$ cat config.mk
export PLATFORM = sky130hd
export DESIGN_NAME = sdram_pwrup_seq
export DESIGN_NICKNAME = d
export VERILOG_FILES = /design/src/rtl/sdram_pwrup_pkg.sv /design/src/rtl/sdram_pwrup_field_mask.sv /design/src/rtl/sdram_pwrup_cmd_enc.sv /design/src/rtl/sdram_pwrup_seq.sv
export SDC_FILE = /design/constraint.sdc
export NUM_CORES = 1
export LEC_CHECK = 0
export BUFFER_PORTS_ARGS = -buffer_cell sky130_fd_sc_hd__buf_2
export CAP_MARGIN = 20
export CORE_UTILIZATION = 45
export CTS_BUF_LIST = sky130_fd_sc_hd__clkbuf_16
export CTS_CLUSTER_SIZE = 24
export DETAILED_ROUTE_END_ITERATION = 7
export GPL_ROUTABILITY_DRIVEN = 0
export GPL_TIMING_DRIVEN = 1
export PLACE_DENSITY_LB_ADDON = 0.3
export SLEW_MARGIN = 20
export SYNTH_ARGS = -nofsm -noshare
export SYNTH_HDL_FRONTEND = slang
export SYNTH_SLANG_ARGS = --single-unit
export TNS_END_PERCENT = 5
$ cat constraint.sdc
create_clock -name clk -period 2.02 [get_ports clk]
set_input_delay 0.404 -clock clk [delete_from_list [all_inputs] [get_ports clk]]
set_output_delay 0.404 -clock clk [all_outputs]
set_load 0.02 [all_outputs]
$ cat src/rtl/sdram_pwrup_pkg.sv
package sdram_pwrup_pkg;

    typedef enum logic [3:0] {
        ST_PWRUP,
        ST_PRE,
        ST_WAIT_RP,
        ST_REF1,
        ST_WAIT_RC1,
        ST_REF2,
        ST_WAIT_RC2,
        ST_LMR,
        ST_WAIT_MRD1,
        ST_LEMR,
        ST_WAIT_MRD2,
        ST_READY
    } seq_state_e;

    typedef enum logic [2:0] {
        OP_NOP,
        OP_PRE_ALL,
        OP_REFRESH,
        OP_LOAD_MR,
        OP_LOAD_EMR
    } op_e;

    // Order: cs_n, ras_n, cas_n, we_n
    typedef struct packed {
        logic cs_n;
        logic ras_n;
        logic cas_n;
        logic we_n;
    } cmd_pins_t;

    localparam cmd_pins_t PINS_NOP = '{cs_n: 1'b0, ras_n: 1'b1, cas_n: 1'b1, we_n: 1'b1};
    localparam cmd_pins_t PINS_PRE = '{cs_n: 1'b0, ras_n: 1'b0, cas_n: 1'b1, we_n: 1'b0};
    localparam cmd_pins_t PINS_REF = '{cs_n: 1'b0, ras_n: 1'b0, cas_n: 1'b0, we_n: 1'b1};
    localparam cmd_pins_t PINS_LMR = '{cs_n: 1'b0, ras_n: 1'b0, cas_n: 1'b0, we_n: 1'b0};

endpackage

$ cat src/rtl/sdram_pwrup_field_mask.sv
module sdram_pwrup_field_mask #(
    parameter int ADDR_W = 12,
    parameter int KEEP   = 10
) (
    input  logic [ADDR_W-1:0] raw,
    output logic [ADDR_W-1:0] clean
);
    // Bits at and above KEEP are reserved and must reach the memory as zero.
    localparam logic [ADDR_W-1:0] KEEP_MASK = ADDR_W'((64'd1 << KEEP) - 64'd1);

    assign clean = raw & KEEP_MASK;
endmodule

$ cat src/rtl/sdram_pwrup_cmd_enc.sv
module sdram_pwrup_cmd_enc
    import sdram_pwrup_pkg::*;
#(
    parameter int ADDR_W = 12,
    parameter int BA_W   = 2,
    parameter int AP_BIT = 10
) (
    input  op_e               op,
    input  logic [ADDR_W-1:0] mr_clean,
    input  logic [ADDR_W-1:0] emr_clean,
    output cmd_pins_t         pins,
    output logic [BA_W-1:0]   ba,
    output logic [ADDR_W-1:0] addr
);
    // The extended register is selected with the upper bank bit set.
    localparam logic [BA_W-1:0] BA_EXT = BA_W'(2);

    always_comb begin
        pins = PINS_NOP;
        ba   = '0;
        addr = '0;
        unique case (op)
            OP_PRE_ALL: begin
                pins         = PINS_PRE;
                addr[AP_BIT] = 1'b1;
            end
            OP_REFRESH: begin
                pins = PINS_REF;
            end
            OP_LOAD_MR: begin
                pins = PINS_LMR;
                addr = mr_clean;
            end
            OP_LOAD_EMR: begin
                pins = PINS_LMR;
                addr = emr_clean;
                ba   = BA_EXT;
            end
            default: begin
                pins = PINS_NOP;
            end
        endcase
    end
endmodule

$ cat src/rtl/sdram_pwrup_seq.sv
module sdram_pwrup_seq
    import sdram_pwrup_pkg::*;
#(
    parameter int PWRUP_CYCLES = 10000,
    parameter int T_RP         = 2,
    parameter int T_RC         = 7,
    parameter int T_MRD        = 2,
    parameter int ADDR_W       = 12,
    parameter int BA_W         = 2,
    parameter int AP_BIT       = 10,
    parameter int MR_KEEP      = 10,
    parameter int EMR_KEEP     = 8
) (
    input  logic              clk,
    input  logic              rst,
    input  logic [ADDR_W-1:0] mr_value,
    input  logic [ADDR_W-1:0] emr_value,
    output logic              cke,
    output logic              cs_n,
    output logic              ras_n,
    output logic              cas_n,
    output logic              we_n,
    output logic [BA_W-1:0]   ba,
    output logic [ADDR_W-1:0] addr,
    output logic              ready
);
    localparam int MAX_T1 = (T_RP > T_RC) ? T_RP : T_RC;
    localparam int MAX_T2 = (MAX_T1 > T_MRD) ? MAX_T1 : T_MRD;
    localparam int MAX_T  = (MAX_T2 > PWRUP_CYCLES) ? MAX_T2 : PWRUP_CYCLES;
    localparam int CNT_W  = $clog2(MAX_T + 1);

    // A wait state lasts T-1 cycles, so it is loaded with T-2 and left at zero.
    localparam logic [CNT_W-1:0] PWR_LOAD = CNT_W'(PWRUP_CYCLES - 1);
    localparam logic [CNT_W-1:0] RP_LOAD  = CNT_W'((T_RP  >= 2) ? T_RP  - 2 : 0);
    localparam logic [CNT_W-1:0] RC_LOAD  = CNT_W'((T_RC  >= 2) ? T_RC  - 2 : 0);
    localparam logic [CNT_W-1:0] MRD_LOAD = CNT_W'((T_MRD >= 2) ? T_MRD - 2 : 0);

    typedef struct packed {
        seq_state_e       state;
        logic [CNT_W-1:0] cnt;
    } seq_regs_t;

    localparam seq_regs_t REGS_RESET = '{state: ST_PWRUP, cnt: PWR_LOAD};

    seq_regs_t regs_d, regs_q;
    op_e       op;

    // Next-state logic
    always_comb begin
        regs_d = regs_q;
        unique case (regs_q.state)
            ST_PWRUP: begin
                if (regs_q.cnt == '0) regs_d.state = ST_PRE;
                else                  regs_d.cnt   = regs_q.cnt - 1'b1;
            end
            ST_PRE: begin
                regs_d.cnt   = RP_LOAD;
                regs_d.state = (T_RP > 1) ? ST_WAIT_RP : ST_REF1;
            end
            ST_WAIT_RP: begin
                if (regs_q.cnt == '0) regs_d.state = ST_REF1;
                else                  regs_d.cnt   = regs_q.cnt - 1'b1;
            end
            ST_REF1: begin
                regs_d.cnt   = RC_LOAD;
                regs_d.state = (T_RC > 1) ? ST_WAIT_RC1 : ST_REF2;
            end
            ST_WAIT_RC1: begin
                if (regs_q.cnt == '0) regs_d.state = ST_REF2;
                else                  regs_d.cnt   = regs_q.cnt - 1'b1;
            end
            ST_REF2: begin
                regs_d.cnt   = RC_LOAD;
                regs_d.state = (T_RC > 1) ? ST_WAIT_RC2 : ST_LMR;
            end
            ST_WAIT_RC2: begin
                if (regs_q.cnt == '0) regs_d.state = ST_LMR;
                else                  regs_d.cnt   = regs_q.cnt - 1'b1;
            end
            ST_LMR: begin
                regs_d.cnt   = MRD_LOAD;
                regs_d.state = (T_MRD > 1) ? ST_WAIT_MRD1 : ST_LEMR;
            end
            ST_WAIT_MRD1: begin
                if (regs_q.cnt == '0) regs_d.state = ST_LEMR;
                else                  regs_d.cnt   = regs_q.cnt - 1'b1;
            end
            ST_LEMR: begin
                regs_d.cnt   = MRD_LOAD;
                regs_d.state = (T_MRD > 1) ? ST_WAIT_MRD2 : ST_READY;
            end
            ST_WAIT_MRD2: begin
                if (regs_q.cnt == '0) regs_d.state = ST_READY;
                else                  regs_d.cnt   = regs_q.cnt - 1'b1;
            end
            ST_READY: begin
                regs_d = regs_q;
            end
            default: begin
                regs_d = REGS_RESET;
            end
        endcase
    end

    always_ff @(posedge clk) begin
        if (rst) regs_q <= REGS_RESET;
        else     regs_q <= regs_d;
    end

    // Command selected by the current state
    always_comb begin
        unique case (regs_q.state)
            ST_PRE:  op = OP_PRE_ALL;
            ST_REF1: op = OP_REFRESH;
            ST_REF2: op = OP_REFRESH;
            ST_LMR:  op = OP_LOAD_MR;
            ST_LEMR: op = OP_LOAD_EMR;
            default: op = OP_NOP;
        endcase
    end

    logic [ADDR_W-1:0] mr_clean, emr_clean;
    cmd_pins_t         pins;

    sdram_pwrup_field_mask #(.ADDR_W(ADDR_W), .KEEP(MR_KEEP)) i_mr_mask (
        .raw   (mr_value),
        .clean (mr_clean)
    );

    sdram_pwrup_field_mask #(.ADDR_W(ADDR_W), .KEEP(EMR_KEEP)) i_emr_mask (
        .raw   (emr_value),
        .clean (emr_clean)
    );

    sdram_pwrup_cmd_enc #(.ADDR_W(ADDR_W), .BA_W(BA_W), .AP_BIT(AP_BIT)) i_enc (
        .op        (op),
        .mr_clean  (mr_clean),
        .emr_clean (emr_clean),
        .pins      (pins),
        .ba        (ba),
        .addr      (addr)
    );

    assign cke   = 1'b1;
    assign cs_n  = pins.cs_n;
    assign ras_n = pins.ras_n;
    assign cas_n = pins.cas_n;
    assign we_n  = pins.we_n;
    assign ready = (regs_q.state == ST_READY);

endmodule

==> results.tsv <==
metric	value	unit
status	finished, final reports clean	
Mapped Cells	155	
io pins	46	
Largest regs	regs_q: 18 flops	
Final WS setup	0.144	ns
RR Endpoint	regs_q[13]	
Syn. warnings	0	
synthesis-stage register bit count	18	
Synth-to-Final Area Change	25.5	%
register bank with the most flops	regs_q	
dpl ws	0.173	ns
Final Max Slew Viols	0	
DP Cell Count	217	
Die Width	53.4	um
gr ovfl total	0	
CTS tree	built	
worst hold path endpoint	regs_q[17]	
final antenna-violating net count	0	
row count	18	
clk sink count	18	
WP data required	1.62	ns
min-delay src	rst	
GRT Total Usage	0.218	
clock root cell	clkbuf_16	
Max Buffers Root-to-Sink	2	
antenna violations before repair	0	
non-filler cells, final	221	
Layout Skew	0.00259	ns
port buffer count	35	
achievable frequency	533	MHz
largest area contributor in the netlist	dfxtp_1	
first-pass GRT wire length	4530	um
initial drt markers	19	
RSZ-0062 raised after global routing	no	
final setup fails	0	
Die Ht	53.4	um
Hold Path Stages	2	
WL per Instance	13.5	um
largest cells by area after synthesis	dfxtp_1 (30%), a22o_1 (5.9%), a21oi_1 (4.6%)	
vias per cell	5.79	
Clk pin slew, worst setup/hold paths	0.05	ns
Synth Cell Area	1190	um2
WS Path Type	flop to output pin	
Hold-fix buffers, CTS	0	
hpwl dp	2180	um
Vias	1279	
Initial Util	0.479	
post-route minimum period	1.88	ns
Num CTS Buffers	3	
R2R cell count	7	
worst-path fanout max	12	
Peak VDD IR	0.000596	V
core area	2480	um2
via count of the first global-routing pass	1093	
CP startpoint kind	flop	
register area share after synthesis	0.303	
fraction of layout cells with a size suffix above 1	0.304	
Skew-Pair Late Insertion Delay	0.25	ns
post-synth cell types	42	
Leakage	0.642	nW
Synth Area per Inst	7.66	um2
Power Dens Cells	549	nW/um2
Worst EP arrival	1.47	ns
R2R Setup Slk	0.14	ns
Max Cap Violations	0	
count of final hold-check violations	0	
max reg flops	18	
Min-Delay Path Class	input port to flop	
NumNets Final	219	
final setup TNS	0	ns
fill cell count	228	
share of the synthesized area in the top cell type	0.303	
Antenna Cells	0	
TritonRoute pass-1 iters	4	
post-route DRC violation count	0	
CTS HTree Levels	1	
die area	2850	um2
Crit. End Element	output pin	
final WL	2970	um
largest net degree at the start of global routing	14	
final worst path period share	0.929	
FF-to-FF Start	regs_q[0]	
metrics by stage:
step	util	hold WS, ns	area (um2)	total power [mW]
floorplan	-	0.454	1190	0.408
global placement	0.566	0.478	1400	0.427
detailed placement	0.566	0.489	1400	0.430
CTS	0.598	0.482	1480	0.824
global route	0.602	0.494	1490	0.841
finish	0.602	0.477	1490	0.818
repair_timing:
| item | 4_1_cts | 5_1_grt |
|---|---|---|
| gates resized for setup | 1 | 5 |
| hold endpoints to repair | 0 | 0 |
| buffers inserted | 0 | 0 |
| endpoints found under the setup margin | 10 | 11 |
worst max-delay path by stage:
stage / slack (ns) / depth (start not counted) / from / endpoint
floorplan: 0.15 / 5 / regs_q[16] / addr[0]
global placement: 0.21 / 7 / regs_q[0] / regs_q[13]
detailed placement: 0.17 / 7 / regs_q[0] / regs_q[13]
CTS: 0.005 / 4 / regs_q[16] / addr[7]
global route: 0.02 / 7 / regs_q[0] / regs_q[8]
finish: 0.14 / 4 / regs_q[17] / addr[7]
report_power, final:
group | total [mW] | internal (mW) | switching, mW
logic | 0.0526 | 0.0248 | 0.0278
clock network | 0.395 | 0.263 | 0.132
registers | 0.370 | 0.363 | 0.00749
total | 0.818 | 0.650 | 0.167
worst max-delay path, stage by stage, from the launching register on:
cell and delay [ns]:
dfxtp_2 0.38, nor2b_2 0.19, and3_2 0.32, a22o_1 0.18, buf_2 0.17
cells in the final DEF (no fill, tap or decap), types with 4 or more instances in the layout:
master	Yosys	layout
or3_1	5	5
buf_4	5	9
nor2_1	14	14
nand2_1	13	13
a22o_1	8	8
o21ai_0	8	8
nand3_1	7	7
nor3_1	4	4
buf_2	1	35
a21oi_1	11	11
conb_1	2	4
dfxtp_1	18	15
inv_1	5	5
synth_stat cells, drive strengths merged:
| cell | instances |
|---|---|
| o211ai | 3 |
| and4bb | 1 |
| conb | 2 |
| nor2b | 2 |
| a21o | 3 |
| a2111oi | 1 |
| nand2b | 2 |
| a21oi | 11 |
| nand3b | 1 |
| o311ai | 2 |
| clkbuf | 8 |
| dfxtp | 18 |
| o211a | 1 |
| xor2 | 2 |
| o41ai | 1 |
| nor4 | 3 |
| ha | 1 |
| and3 | 2 |
| or4 | 3 |
| buf | 6 |
| nand2 | 13 |
| a22o | 8 |
| nand4b | 2 |
| nand3 | 7 |
| a31oi | 3 |
| nor3 | 4 |
| o31a | 1 |
| nor2 | 15 |
| o21ai | 10 |
| nand4 | 3 |
| or3 | 5 |
| or3b | 1 |
| o221ai | 1 |
| inv | 5 |
| or2 | 1 |
| and2 | 3 |
per-layer routing:
| layer | GRT usage | up-vias | part of all wire |
|---|---|---|---|
| li1 | - | 634 | - |
| met1 | 0.237 | 599 | 0.42 |
| met2 | 0.427 | 41 | 0.51 |
| met3 | 0.0259 | 5 | 0.059 |
| met4 | 0.0658 | 0 | 0.012 |
| met5 | 0 | - | 0 |
cells by family (layout without fill, tap and decap cells):
logic type,Yosys count,count (layout),share of synthesized area
other,2,4,0.00632
and+or+nand+nor,68,68,0.329
DFF,18,18,0.303
adders and majority gates,1,1,0.0105
buffers and inverters,19,53,0.0769
xor gates and xnor gates,2,2,0.0148
AOI/OAI and AO/OA,45,45,0.259
cell type report:
cell class | count | area (um2) | area share
Clock buffer | 3 | 75.1 | 0.0504
Clock inverter | 1 | 3.75 | 0.00252
Inverter | 5 | 18.8 | 0.0126
Multi-Input combinational cell | 120 | 748 | 0.502
Sequential cell | 18 | 364 | 0.244
Tap cell | 30 | 37.5 | 0.0252
Timing Repair Buffer | 44 | 243 | 0.163
No activity file was read; power rests on OpenSTA's default activity.
